### src/rtl/dsm2_truncator.sv
module dsm2_truncator #(
  parameter int IN_W  = 20,
  parameter int OUT_W = 4
) (
  input  logic             clk,
  input  logic             rst_n,
  input  logic             en,
  input  logic [IN_W-1:0]  ctrl_in,
  output logic [OUT_W-1:0] code_out
);
  localparam int FRAC_W = IN_W - OUT_W;
  localparam int SUM_W  = IN_W + 2;
  localparam int HI_W   = SUM_W - FRAC_W;
  localparam logic signed [HI_W-1:0] HI_MAX = HI_W'((2 ** OUT_W) - 1);
  localparam logic signed [HI_W-1:0] HI_TOP = HI_W'((2 ** OUT_W) + 1);
  localparam logic signed [HI_W-1:0] HI_BOT = '1;

  logic [FRAC_W-1:0] err1, err2;
  logic signed [SUM_W-1:0] sum;
  logic signed [HI_W-1:0]  hi;
  logic [OUT_W-1:0]        sat;

  assign sum = $signed({2'b00, ctrl_in})
             + $signed({{(SUM_W-FRAC_W-1){1'b0}}, err1, 1'b0})
             - $signed({{(SUM_W-FRAC_W){1'b0}}, err2});
  assign hi  = sum[SUM_W-1:FRAC_W];
  assign sat = (hi < 0)      ? '0 :
               (hi > HI_MAX) ? '1 : hi[OUT_W-1:0];

  always_ff @(posedge clk) begin
    if (!rst_n) begin
      err1     <= '0;
      err2     <= '0;
      code_out <= '0;
    end else if (en) begin
      err1     <= sum[FRAC_W-1:0];
      err2     <= err1;
      code_out <= sat;
    end
  end

  p_no_overflow_r3: assert property (@(posedge clk) disable iff (!rst_n)
    (hi >= HI_BOT) && (hi <= HI_TOP));

  p_sat_high_r5: assert property (@(posedge clk) disable iff (!rst_n)
    (en && hi > HI_MAX) |=> (code_out == '1));

  p_sat_low_r5: assert property (@(posedge clk) disable iff (!rst_n)
    (en && hi < 0) |=> (code_out == '0));

  p_err_shift_r6: assert property (@(posedge clk) disable iff (!rst_n)
    en |=> (err2 == $past(err1)));

  p_hold_r7: assert property (@(posedge clk) disable iff (!rst_n)
    !en |=> ($stable(code_out) && $stable(err1) && $stable(err2)));

  p_reset_clear_r1: assert property (@(posedge clk) disable iff (!rst_n)
    $rose(rst_n) |-> (code_out == '0 && err1 == '0 && err2 == '0));
endmodule

### config.mk
export PLATFORM = sky130hd
export DESIGN_NAME = dsm2_truncator
export DESIGN_NICKNAME = d
export VERILOG_FILES = /design/src/rtl/dsm2_truncator.sv
export SDC_FILE = /design/constraint.sdc
export NUM_CORES = 1
export LEC_CHECK = 0
export CORE_MARGIN = 1
export CORE_UTILIZATION = 53
export CTS_BUF_LIST = sky130_fd_sc_hd__clkbuf_4 sky130_fd_sc_hd__clkbuf_8 sky130_fd_sc_hd__clkbuf_16
export CTS_CLUSTER_DIAMETER = 150
export DETAILED_ROUTE_END_ITERATION = 6
export PLACE_DENSITY_LB_ADDON = 0.2
export SKIP_LAST_GASP = 1
export SYNTH_ARGS = -nofsm -noshare
export SYNTH_HDL_FRONTEND = slang
export SYNTH_SLANG_ARGS = --single-unit
### constraint.sdc
create_clock -name clk -period 3 [get_ports clk]
set_input_delay 0.6 -clock clk [delete_from_list [all_inputs] [get_ports clk]]
set_output_delay 0.6 -clock clk [all_outputs]
set_load 0.03 [all_outputs]
After elaboration in Yosys (flattened, before gate mapping). Cells that the tools add are included.

Flip-flop bits (word level): 36. Input port bits: 23. Output and inout bits: 4. Word-level logic and storage cells: 9.

Add/subtract/negate cells: 2. $lt $le $gt $ge: 2. Mux-type cells: 2.

Operators by type and width (number): 21-bit by 16-bit subtractor with 22-bit output (1); 20-bit by 17-bit adder with 21-bit output (1); 4-bit two-way mux (2); 6-bit by 5-bit greater-than comparator with 1-bit output (second input constant) (1); 6-bit by 1-bit less-than comparator with 1-bit output (second input constant) (1).

Longest topological paths before layout.
Depth after elaboration: 5. Depth in mapped cells: 12. Gate-level depth less buffers: 12.

Least setup slack after synthesis. No wires, ideal clock.

Path kind: in2reg. Start: input ctrl_in[1]. End: register code_out[1]. Setup time: 0.130 ns. Data arrival time: 3.033 ns. Data required time: 2.870 ns. Path slack: -0.163 ns. Stages: 12. Path buffers: 0. Cells stage by stage: inv_1 fa_1 inv_1 ha_1 fa_1 a211oi_1 o21ai_1 o2111ai_1 nand2b_1 a31oi_2 o2bb2a_1 o21ai_0.

Cells in the longest elaborated chain, start to end: 5. Elaborated cells between the ends (all ways): 6. Classes of those cells: 2 x add/sub; 2 x order compare; 2 x mux.

Ends and longest elaborated chain: from (decl) (line 8) `input logic [IN_W-1:0] ctrl_in,`; 20-bit by 17-bit adder with 21-bit output (*) (line 24) `+ $signed({{(SUM_W-FRAC_W-1){1'b0}}, err1, 1'b0})`; 21-bit by 16-bit subtractor with 22-bit output (*) (line 25) `- $signed({{(SUM_W-FRAC_W){1'b0}}, err2});`; 6-bit by 5-bit greater-than comparator with 1-bit output (line 28) `(hi > HI_MAX) ? '1 : hi[OUT_W-1:0];`; 4-bit two-way mux (line 28); 4-bit two-way mux (*) (line 27) `assign sat = (hi < 0) ? '0 :`; to (signal assigned) (line 38) `code_out <= sat;`; to (decl) (line 9) `output logic [OUT_W-1:0] code_out`.

Every way passes the cells marked *; elsewhere a longest branch is shown, timed or not. A chain may end at the register's enable or synchronous reset.

Final worst setup path.
Start: input ctrl_in[14]. End: register code_out[2].

The elaborated chain is that of the path after synthesis.

==> run metrics <==
Clk Latency, worst-skew pair 0.29 ns; CTS buffer count 5; P per Cell Area 1050 mW/mm²; Clock Path Buffers 2; cell area after synthesis 0.00297 mm²; Reg2Reg Setup Slack 0.20 ns; total routed wirelength 7590 µm; Switch Pwr 1930 µW; # Max-Cap Violations 0; combinational fraction of design power 76.5%; HP Class reg -> reg; I/O Buffers 26; Tot Pwr 4460 µW; Initial Utilization 56.7%; sequential share of power 15.1%; diodes inserted 0; Yosys warning total 0; 1st-iter DRT viols 109; syn_nets 415; Clock power frac 8.4%; CTS H-tree lvls 2; FP Rows 26; Unique masters post-synth 49; Post-Route Skew 0.00822 ns; register bit total from synthesis 36; Fin. Hold Viols 0; TritonCTS clock tree built; nets 495; Setup crit end code_out[2]; clk sink count 36; via-per-instance ratio 5.35; Post-DP HPWL 5290 µm; WP data arrival 3.19 ns; Sw Ratio 43.3%; share of flip-flops with an asynchronous set or reset 0%; Crit Reg-Reg Endpoint code_out[0]; RSZ-0062 raised after global routing yes; DRT Pass-1 Iters 4; num ports 27; DRC viols 0; P_int 2530 µW; crit path max fanout 4; Post-Syn Instances 353; via count 2,689; area growth from synthesis to layout 42.8%; vias in the first global route 2,765; Post-synth EDFFs 0; FF-to-FF Start err1[0]; CP Launch Type input port; Syn Area/Cell 8.41 µm²; # hold bufs at CTS 0; largest net degree at the start of global routing 30; top_reg_cell synth dfxtp_1; final setup fails 0; Slew @ Worst Pin 0.549 ns; peak supply drop 0.000786 V; layout cells sized above 1 32.1%; Leak Pwr 0.00196 µW; Min Hold Slack 0.493 ns; Register-to-Register Path Depth 13; Chip Width 76.8 µm; GRT overflow 0; CP Capture Type register; CP required 3.23 ns; initial antenna violation count 0; Die Span Y 76.8 µm; CTS root buf clkbuf_8; total track usage 27.1%; drt wl/cell 15.1 µm; gpl congestion 0.899; remaining antenna violation count after routing 0; Slew headroom 63.4%; critical path type in -> reg; sequential share of the synthesized area 24.3%; run status complete, no violations; clk slew on worst S/H paths 0.08 ns; CP Launch Point ctrl_in[14]; Filler Cells Inserted 351; max-slew violations 0; fin util 81.0%; first-pass GRT wire length 12,600 µm; period utilisation layout 98.7%; total die area 0.00591 mm²; Max Clk Rate 338 MHz; core area 0.00524 mm²; min cycle time layout 2.96 ns
[per-stage QoR]
| stage | std cells | worst slack [ns] | cell area, µm² | TNS [ns] |
|---|---|---|---|---|
| after floorplan | 353 | 0.0191 | 3000 | 0 |
| after global placement | 487 | -0.602 | 3670 | -6.35 |
| after detailed placement | 487 | -0.623 | 3670 | -6.68 |
| after CTS | 497 | -0.00187 | 4000 | -0.00187 |
| after global routing | 503 | -0.0576 | 4240 | -0.188 |
| final | 503 | 0.0402 | 4240 | 0 |
[state kept, by name (all words and copies together) (netlist names)]
register / count
err1: 16
err2: 16
code_out: 4
[placed cells by master, fill, tap and decap left out, types with 7 or more instances in the layout]
cell type	n
nor2_1	8
nor2b_1	27
inv_1	49
a21oi_1	13
ha_4	14
o21ai_0	9
mux2i_1	28
o21ai_1	7
clkdlybuf4s50_1	16
clkbuf_8	7
nand2_1	18
fa_1	14
buf_6	7
inv_2	21
dfxtp_1	36
ha_1	8
dlymetal6s2s_1	7
buf_4	54
a21o_1	9
[cell families (layout without fill, tap and decap cells)]
family                   Yosys count  after routing  share of synthesized area (%)
buffers and inverters             84            164                           10.7
AO/OA/AOI/OAI                     77             77                           17.5
AND/OR/NAND/NOR                   75             75                           13.4
adder cells (fa/ha/maj)           39             39                           20.5
flip-flops                        36             36                           24.3
multiplexers                      28             28                           9.44
XOR/XNOR                          14             14                           4.13
[worst min-delay path by stage]
stage | start | end | slack (ns) | cells after the start
floorplan | err1[14] | err1[14] | 0.45 | 2
global placement | code_out[3] | code_out[3] | 0.48 | 2
detailed placement | err1[14] | err1[14] | 0.48 | 2
CTS | err1[14] | err1[14] | 0.49 | 2
global route | err1[14] | err1[14] | 0.54 | 2
finish | err1[14] | err1[14] | 0.49 | 2
[metal layers]
metal / track usage, % / vias to the layer above / share of wire, %
met1: 34.4 / 1280 / 44
li1: - / 1322 / -
met4: 5.77 / 0 / 2.2
met2: 47.0 / 73 / 48
met5: 0 / - / 0
met3: 5.71 / 14 / 5.5
[synthesized netlist by cell type, types with 2 or more instances]
master	count	area, µm²
a21o_1	9	67.6
a21oi_1	17	85.1
a31oi_1	4	25.0
and2_1	2	12.5
buf_1	3	11.3
buf_2	2	10.0
clkbuf_1	9	33.8
dfxtp_1	36	721
fa_1	16	320
ha_1	23	288
inv_1	70	263
mux2i_1	28	280
nand2_1	19	71.3
nand3b_1	4	30.0
nand4_1	3	18.8
nor2_1	10	37.5
nor2b_1	27	169
nor3_1	4	20.0
o211a_1	3	30.0
o211ai_1	3	22.5
o21a_1	3	22.5
o21ai_0	18	90.1
o31a_1	2	17.5
xnor2_1	8	70.1
xor2_1	6	52.6
[cell type report]
type	count	area, µm²	area share, %
well taps	70	87.6	2.07
clock buffers	7	96.3	2.27
flip-flops and latches	36	721	17.0
inverters	70	263	6.20
repair buffers	87	756	17.8
multi-input cells	233	2320	54.6
[power groups by stage]
| stage | clock (µW) | combinational (µW) | sequential [µW] |
|---|---|---|---|
| after detailed placement | 0 | 2560 | 677 |
| after global placement | 0 | 2530 | 674 |
| after floorplan | 0 | 1530 | 695 |
| after global routing | 401 | 3700 | 688 |
| final | 376 | 3410 | 672 |
| after CTS | 386 | 2920 | 669 |
[what timing repair did]
action	CTS	global route
buffers inserted	4	6
pin swaps	29	40
cloned	0	0
gates resized for setup	41	54
setup endpoints to repair	12	11
[worst max-delay path, cell delays in order]
cell and delay, ns:
clkdlybuf4s50_1 0.46, inv_1 0.06, fa_1 0.55, inv_1 0.07, ha_4 0.28, buf_6 0.11, nand4_1 0.19, nor3_1 0.27
a221o_1 0.20, nor3_1 0.05, o31a_1 0.30, o21ai_1 0.06
No activity file was read; power rests on OpenSTA's default activity.
